$ cat src/rtl/evt_irq_pkg.sv
package evt_irq_pkg;
  localparam int unsigned EVT_COUNT  = 8;
  localparam int unsigned ACK_GROUP  = 4;
  localparam int unsigned EVT_IDX_W  = $clog2(EVT_COUNT);
endpackage

$ cat src/rtl/evt_lowest_set.sv
// Priority finder: reports the lowest set bit of a vector.
module evt_lowest_set #(
  parameter int unsigned N  = 8,
  parameter int unsigned IW = $clog2(N)
) (
  input  logic [N-1:0]  vec_i,
  output logic          found_o,
  output logic [IW-1:0] idx_o
);
  always_comb begin
    idx_o = '0;
    for (int i = N - 1; i >= 0; i--) begin
      if (vec_i[i]) idx_o = IW'(i);
    end
  end
  assign found_o = |vec_i;
endmodule

$ cat src/rtl/evt_ack_count.sv
// Counts acknowledge writes; flags the write that completes a group.
module evt_ack_count #(
  parameter int unsigned GROUP = 4,
  localparam int unsigned CW   = (GROUP > 1) ? $clog2(GROUP) : 1
) (
  input  logic clk,
  input  logic rst,
  input  logic wr_i,
  output logic fire_o
);
  logic [CW-1:0] cnt_q;

  assign fire_o = wr_i && (cnt_q == CW'(GROUP - 1));

  always_ff @(posedge clk) begin
    if (rst)          cnt_q <= '0;
    else if (fire_o)  cnt_q <= '0;
    else if (wr_i)    cnt_q <= cnt_q + 1'b1;
  end
endmodule

$ cat src/rtl/evt_retire.sv
// Removes the lowest pending bit and selects the next one to present.
module evt_retire #(
  parameter int unsigned N  = 8,
  parameter int unsigned IW = $clog2(N)
) (
  input  logic [N-1:0]  pend_i,
  input  logic [IW-1:0] cur_i,
  input  logic          fire_i,
  output logic [N-1:0]  pend_o,
  output logic [IW-1:0] cur_o
);
  logic          low_found;
  logic [IW-1:0] low_idx;
  logic          nxt_found;
  logic [IW-1:0] nxt_idx;
  logic [N-1:0]  low_mask;

  evt_lowest_set #(.N(N), .IW(IW)) u_low (
    .vec_i(pend_i), .found_o(low_found), .idx_o(low_idx)
  );

  always_comb begin
    low_mask = '0;
    if (low_found) low_mask[low_idx] = 1'b1;
  end

  assign pend_o = fire_i ? (pend_i & ~low_mask) : pend_i;

  // Remaining bits all lie above the removed one, so the lowest survivor
  // is the first hit of an upward scan from the retired index.
  evt_lowest_set #(.N(N), .IW(IW)) u_next (
    .vec_i(pend_o), .found_o(nxt_found), .idx_o(nxt_idx)
  );

  assign cur_o = (fire_i && low_found && nxt_found) ? nxt_idx : cur_i;
endmodule

$ cat src/rtl/evt_arrive.sv
// Merges arriving pulses into the mask and updates the current number.
module evt_arrive #(
  parameter int unsigned N  = 8,
  parameter int unsigned IW = $clog2(N)
) (
  input  logic [N-1:0]  pend_i,
  input  logic [IW-1:0] cur_i,
  input  logic [N-1:0]  evt_i,
  output logic [N-1:0]  pend_o,
  output logic [IW-1:0] cur_o,
  output logic          raise_o
);
  always_comb begin
    cur_o = cur_i;
    for (int i = 0; i < N; i++) begin
      if (evt_i[i] && ((cur_o == '0) || (IW'(i) < cur_o))) cur_o = IW'(i);
    end
  end

  assign pend_o  = pend_i | evt_i;
  assign raise_o = (|evt_i) && !(|pend_i);
endmodule

$ cat src/rtl/evt_irq_latch.sv
module evt_irq_latch
  import evt_irq_pkg::*;
#(
  parameter int unsigned NEVT  = EVT_COUNT,
  parameter int unsigned GROUP = ACK_GROUP,
  localparam int unsigned IW   = $clog2(NEVT)
) (
  input  logic            clk,
  input  logic            rst,
  input  logic [NEVT-1:0] evt_i,
  input  logic            clr_wr_i,
  output logic [NEVT-1:0] pend_o,
  output logic [IW-1:0]   cur_evt_o,
  output logic            irq_o
);
  logic [NEVT-1:0] pend_q, pend_ret, pend_nxt;
  logic [IW-1:0]   cur_q, cur_ret, cur_nxt;
  logic            irq_q, fire, raise;

  evt_ack_count #(.GROUP(GROUP)) u_cnt (
    .clk(clk), .rst(rst), .wr_i(clr_wr_i), .fire_o(fire)
  );

  evt_retire #(.N(NEVT), .IW(IW)) u_ret (
    .pend_i(pend_q), .cur_i(cur_q), .fire_i(fire),
    .pend_o(pend_ret), .cur_o(cur_ret)
  );

  evt_arrive #(.N(NEVT), .IW(IW)) u_arr (
    .pend_i(pend_ret), .cur_i(cur_ret), .evt_i(evt_i),
    .pend_o(pend_nxt), .cur_o(cur_nxt), .raise_o(raise)
  );

  always_ff @(posedge clk) begin
    if (rst) begin
      pend_q <= '0;
      cur_q  <= '0;
      irq_q  <= 1'b0;
    end else begin
      pend_q <= pend_nxt;
      cur_q  <= cur_nxt;
      if (raise)                          irq_q <= 1'b1;
      else if (fire && !(|pend_ret))      irq_q <= 1'b0;
    end
  end

  assign pend_o    = pend_q;
  assign cur_evt_o = cur_q;
  assign irq_o     = irq_q;
endmodule

$ cat config.mk
export PLATFORM = sky130hd
export DESIGN_NAME = evt_irq_latch
export DESIGN_NICKNAME = d
export VERILOG_FILES = /design/src/rtl/evt_irq_pkg.sv /design/src/rtl/evt_lowest_set.sv /design/src/rtl/evt_ack_count.sv /design/src/rtl/evt_retire.sv /design/src/rtl/evt_arrive.sv /design/src/rtl/evt_irq_latch.sv
export SDC_FILE = /design/constraint.sdc
export NUM_CORES = 1
export LEC_CHECK = 0
export BUFFER_PORTS_ARGS = -buffer_cell sky130_fd_sc_hd__buf_2
export CAP_MARGIN = 20
export CORE_ASPECT_RATIO = 1.2
export CORE_MARGIN = 5
export CORE_UTILIZATION = 57
export CTS_CLUSTER_SIZE = 8
export DETAILED_ROUTE_END_ITERATION = 7
export PLACE_DENSITY_LB_ADDON = 0.3
export SETUP_SLACK_MARGIN = 0.2
export SYNTH_ARGS = -nofsm -noshare
export SYNTH_HDL_FRONTEND = slang
export SYNTH_SLANG_ARGS = --single-unit
$ cat constraint.sdc
create_clock -name clk -period 4.8 [get_ports clk]
set_input_delay 0.96 -clock clk [delete_from_list [all_inputs] [get_ports clk]]
set_output_delay 0.96 -clock clk [all_outputs]
set_load 0.02 [all_outputs]
# ---- Yosys cells after proc, flatten, opt, wreduce, memory -nomap -nowiden
# Index checks and enable logic that the tools add are counted.
dict set report totals {
  reg_bits 14
  latchBits 0
  ramBits 0
  rom_bits 0
  inputBits 11
  output_inout_bits 12
  word_cells 86
  n_memories 0
}
dict set report op_classes {
  addsub 1
  mul 0
  div_mod_pow 0
  n_lt_le_gt_ge 10
  n_eq_ne 1
  shifts 0
  mux 31
  n_bitwise 3
  reduce_logical 36
}
# operator n
set op_table {}
lappend op_table {{2-to-1 mux 3 bit} 25}
lappend op_table {{logical NOT 3 bit} 8}
lappend op_table {{OR reduction 8 bit} 3}
lappend op_table {{2-to-1 mux 8 bit} 2}
lappend op_table {{logical AND 1 bit} 14}
lappend op_table {{less-than comparator 3 bit (first input constant)} 4}
lappend op_table {{bitwise AND 8 bit} 1}
lappend op_table {{logical OR 1 bit} 8}
lappend op_table {{inverter 8 bit} 1}
lappend op_table {{OR 8 bit} 1}
lappend op_table {{less-than comparator 1 x 3 -> 1 bit (first input constant)} 2}
lappend op_table {{less-than comparator 2 x 3 -> 1 bit (first input constant)} 2}
lappend op_table {{less-than comparator 3 x 4 -> 1 bit (second input constant)} 1}
lappend op_table {{demux 1 bit (select 3 bit)} 1}
lappend op_table {{>= comparator 3 x 1 -> 1 bit (second input constant)} 1}
lappend op_table {{2-to-1 mux 1 bit} 3}
lappend op_table {{adder 2 x 1 -> 2 bit (second input constant)} 1}
lappend op_table {{== test 2 bit (second input constant)} 1}
lappend op_table {{nonzero test 2 bit} 1}
lappend op_table {{OR reduction 2 bit} 1}
lappend op_table {{logical NOT 1 bit} 1}

# ---- Longest topological paths before layout
dict set report logic_depth {
  word_depth 57
  depth_mapped 11
}

# ---- Hierarchy
# Synthesis repeated with hierarchy kept, for this count alone.
dict set report unflattened {
  hier_cells 130
  area_unflattened_um2 1077.3
}
# module instances cells_per_inst area_each_um2 seq_area_each_um2
set modules_own_cells {}
lappend modules_own_cells {evt_irq_latch 1 29 359.1 240.2}
lappend modules_own_cells {evt_arrive 1 47 316.6 0.0}
lappend modules_own_cells {evt_lowest_set 2 13 81.3 0.0}
lappend modules_own_cells {evt_retire 1 18 141.4 0.0}
lappend modules_own_cells {evt_ack_count 1 10 97.6 40.0}

# ---- Worst setup path before layout
# OpenSTA, ideal clock, no wires.
dict set report synth_path {
  path_kind {input -> register}
  start {in clr_wr_i}
  end {reg cur_q[1] (netlist: cur_evt_o[1])}
  setup_ns 0.130
  t_arrival_ns 2.924
  slack_ns 1.746
  cell_stages 10
  n_path_buf 1
  path_cell_list {nand4bb_1 > buf_4 > nor4_1 > o311ai_2 > or3_4 > and3_4 > o31a_1 > and3b_1 > o2111ai_1 > nand3_1}
}
dict set report synth_via {
  elab_chain_len 43
}
# item line_no
set synth_rtl {}
lappend synth_rtl {{start, declared} evt_irq_latch.sv:11} ;# input logic clr_wr_i,
lappend synth_rtl {{logical AND 1 bit *} evt_ack_count.sv:13} ;# assign fire_o = wr_i && (cnt_q == CW'(GROUP - 1));
lappend synth_rtl {{2-to-1 mux 8 bit} evt_retire.sv:27} ;# assign pend_o = fire_i ? (pend_i & ~low_mask) : pend_i;
lappend synth_rtl {{2-to-1 mux 3 bit (8 in series)} evt_lowest_set.sv:13} ;# if (vec_i[i]) idx_o = IW'(i);
lappend synth_rtl {{2-to-1 mux 3 bit *} evt_retire.sv:35} ;# assign cur_o = (fire_i && low_found && nxt_found) ? nxt_idx : cur_i;
lappend synth_rtl {{less-than comparator 1 x 3 -> 1 bit / logical NOT 3 bit (equally long branches)} evt_arrive.sv:16} ;# if (evt_i[i] && ((cur_o == '0) || (IW'(i) < cur_o))) cur_o = IW'(i);
lappend synth_rtl {{logical OR 1 bit} evt_arrive.sv:16}
lappend synth_rtl {{logical AND 1 bit} evt_arrive.sv:16}
lappend synth_rtl {{2-to-1 mux 3 bit *} evt_arrive.sv:16}
lappend synth_rtl {{(+20 left out)} -}
lappend synth_rtl {{less-than comparator 3 bit / logical NOT 3 bit (equally long branches)} evt_arrive.sv:16}
lappend synth_rtl {{logical OR 1 bit} evt_arrive.sv:16}
lappend synth_rtl {{logical AND 1 bit} evt_arrive.sv:16}
lappend synth_rtl {{2-to-1 mux 3 bit *} evt_arrive.sv:16}
lappend synth_rtl {{less-than comparator 3 bit / logical NOT 3 bit (equally long branches)} evt_arrive.sv:16}
lappend synth_rtl {{logical OR 1 bit} evt_arrive.sv:16}
lappend synth_rtl {{logical AND 1 bit} evt_arrive.sv:16}
lappend synth_rtl {{2-to-1 mux 3 bit *} evt_arrive.sv:16}
lappend synth_rtl {{end signal, assigned} evt_irq_latch.sv:41} ;# cur_q <= cur_nxt;
lappend synth_rtl {{end, declared} evt_irq_latch.sv:17} ;# logic [IW-1:0] cur_q, cur_ret, cur_nxt;
# Every way passes the cells marked *; elsewhere a longest branch is shown, timed or not.
# A chain may end at the register's enable or synchronous reset.

# ---- Worst setup path after layout
dict set report layout_path {
  start {in clr_wr_i}
  end {reg cur_q[0] (netlist: cur_evt_o[0])}
}
# The elaborated chain is that of the path after synthesis.

==> out/qor.txt <==
worst path buffer plus inverter count: 1
worst-margin pin slew: 491.3 ps
cell occurring most often along the worst timing path: o21ai_0
area grow syn2layout: 13.29%
Die Y: 56.70 um
number of setup violations in the final report: 0
initial antenna violation count: 0
sequential-to-total area share from yosys stat: 0.2705
Yosys top cell by area: dfxtp_1
CP delay by family, top: compound AO/OA/AOI/OAI gates
cell area after placement: 0.001137 mm^2
clock tree from TritonCTS: yes
CTS root buffer: clkbuf_4
DRC: 0
vias per cell: 6.725
Worst path max stage delay: 490 ps
Core Box Area: 0.001787 mm^2
DRT iter0 DRCs: 38
Synth Area per Inst: 7.789 um^2
Die Area: 0.002773 mm^2
Worst Setup End Kind: flip-flop
Post-synth EDFFs: 0
Primary FF master, synth: dfxtp_1
initial core utilization: 0.5798
Required @ worst endpoint: 4990 ps
max_cap viols: 0
Pleak: 0.4690 nW
post-route cell area: 0.001174 mm^2
number of global-route vias before repair: 1037
Ports: 23
status: completed
top cells by area, synth: dfxtp_1 (27%), a21oi_1 (6.3%), nor2_1 (5.8%)
Yosys Warn Count: 0
Post-Synthesis Cells: 133
die width: 48.92 um
most common cell in the netlist: nor2_1
final layout net count: 165
H-tree Lvls: 1
Post-Syn Area: 0.001036 mm^2
final core occ: 0.6569
count of buffers from port buffering: 22
post-CTS resize count: 0
HPWL after detailed placement: 2034 um
Hold Buf Count CTS: 0
FP Rows: 17
Reg2Reg Setup Slack: 1600 ps
crit-path cells: buf_2 -> nand4bb_1 -> nor4_1 -> o311ai_2 -> o21ai_0 -> mux2_2 -> o22ai_1 -> o31a_2 -> o21ai_0 -> a31o_1
global-route wire length before repair: 4209 um
post-synthesis register bit count: 14
Final period util: 0.7019
HP Class: flip-flop to flip-flop
RePlAce Congestion: 0.8702
Worst Path Arrival: 3560 ps
crit start category: input pin
Async SR Flop Fraction: 0
share of layout cells above drive strength 1: 0.2632
Worst Setup SP: clr_wr_i
Worst slew margin: 0.6640
DR vias: 1150
Overflow after GRT: 0
final hold vios: 0
drt pass-1 iters: 4
Max Slew Vio Count: 0
Sum Neg Setup Slack: 0 ps
Critical-path top delay cell: nor4_1
post-layout min period: 3369 ps
Peak Freq: 0.2968 GHz
list of most frequent post-synthesis cells: nor2_1 (16), dfxtp_1 (14), a21oi_1 (13), o21ai_0 (8), inv_1 (7)
synthesized net count: 145
WL/cell: 15.62 um
Crit Path Class: input pin to flip-flop
CP max FO: 10
hold_sp: u_cnt.cnt_q[1]$_SDFFE_PP0P_
Clock Skew: 0.5569 ps
final WL: 2671 um
largest net degree at the start of global routing: 17
CTS Buf Count: 3
Yosys top cell area share: 0.2705
FF-to-FF Start: u_cnt.cnt_q[0]$_SDFFE_PP0P_
clk buf depth: 2
Final ANT Viol Nets: 0
Tot Pwr: 312.8 uW
worst-skew pair later-pin latency: 280 ps
antenna cells: 0
Clock transition at path regs: 90 ps
VDD IR-drop max: 0.0001781 V
Total GRT Usage: 0.1832
pwr/cell area: 266.5 mW/mm^2
RSZ-0062 raised after global routing: false
Cell variety after synth: 49
Setup Fix Bufs, Post-CTS: 0
CTS sink count: 14
## final timing paths
kind,to,depth (start not counted)
worst max-delay path,cur_evt_o[0]$_SDFF_PP0_,10
worst min-delay path,u_cnt.cnt_q[1]$_SDFFE_PP0P_,2
worst max register to register,cur_evt_o[0]$_SDFF_PP0_,10
worst min register to register,u_cnt.cnt_q[1]$_SDFFE_PP0P_,2
## cell type report
cell class                 count  area (um^2)
clock buffer                   4        36.28
sequential                    14        280.3
fill                         178        613.1
tap                           19        23.77
inverter                       7        26.28
multi-input combinational    105        696.9
timing repair buffer          22        110.1
## routing by layer
metal | global-route usage | share of wire | wire (um)
met4 | 0.1077 | 0.029 | 78
met2 | 0.3078 | 0.49 | 1298
met1 | 0.2068 | 0.41 | 1100
met3 | 0.04244 | 0.073 | 194
met5 | 0 | 0 | 0
## placed cells by master (no fill, tap or decap), types with 4 or more instances in the layout
| master | synthesis | layout |
|---|---|---|
| nor2_1 | 16 | 16 |
| nand3_1 | 6 | 6 |
| o21ai_0 | 8 | 8 |
| inv_1 | 7 | 7 |
| buf_2 | 2 | 22 |
| nor4_1 | 5 | 5 |
| dfxtp_1 | 14 | 14 |
| a21oi_1 | 13 | 13 |
| nor3_1 | 4 | 4 |
| a31oi_1 | 4 | 4 |
## cell families after synthesis
family | after synthesis | synth area share
simple gates | 52 | 0.2899
flops | 14 | 0.2705
mux | 1 | 0.01087
compound gates | 50 | 0.3503
fa+ha+maj | 2 | 0.02174
buf+inv | 14 | 0.05677
## metrics by stage
step	instances	worst slack (ps)	hold slack, ps
floorplan	133	1746	462.6
global placement	167	1256	476.4
detailed placement	167	1137	494.5
CTS	171	1443	517.1
global route	171	1217	547.9
finish	171	1431	512.0
## power breakdown
| part | internal, mW | switching (mW) | leakage, nW |
|---|---|---|---|
| Sequential | 0.126 | 0.0152 | 0.117 |
| Clock | 0.0462 | 0.0400 | 0.0210 |
| Combinational | 0.0350 | 0.0504 | 0.331 |
| Total | 0.207 | 0.106 | 0.469 |
## worst reg2reg max path: cells and delay by family (launching register included)
kind / cells / cell delay, ps
flip-flops: 1 / 360
adder cells (fa/ha/maj): 1 / 260
AO/OA/AOI/OAI: 6 / 1180
multiplexers: 1 / 410
AND/OR/NAND/NOR: 2 / 890
## state kept, by name, indices dropped and copies added, names as in the netlist
| register | cells |
|---|---|
| pend_o | 8 |
| cur_evt_o | 3 |
| irq_o | 1 |
| u_cnt.cnt_q | 2 |
(Power assumes the default switching activity.)
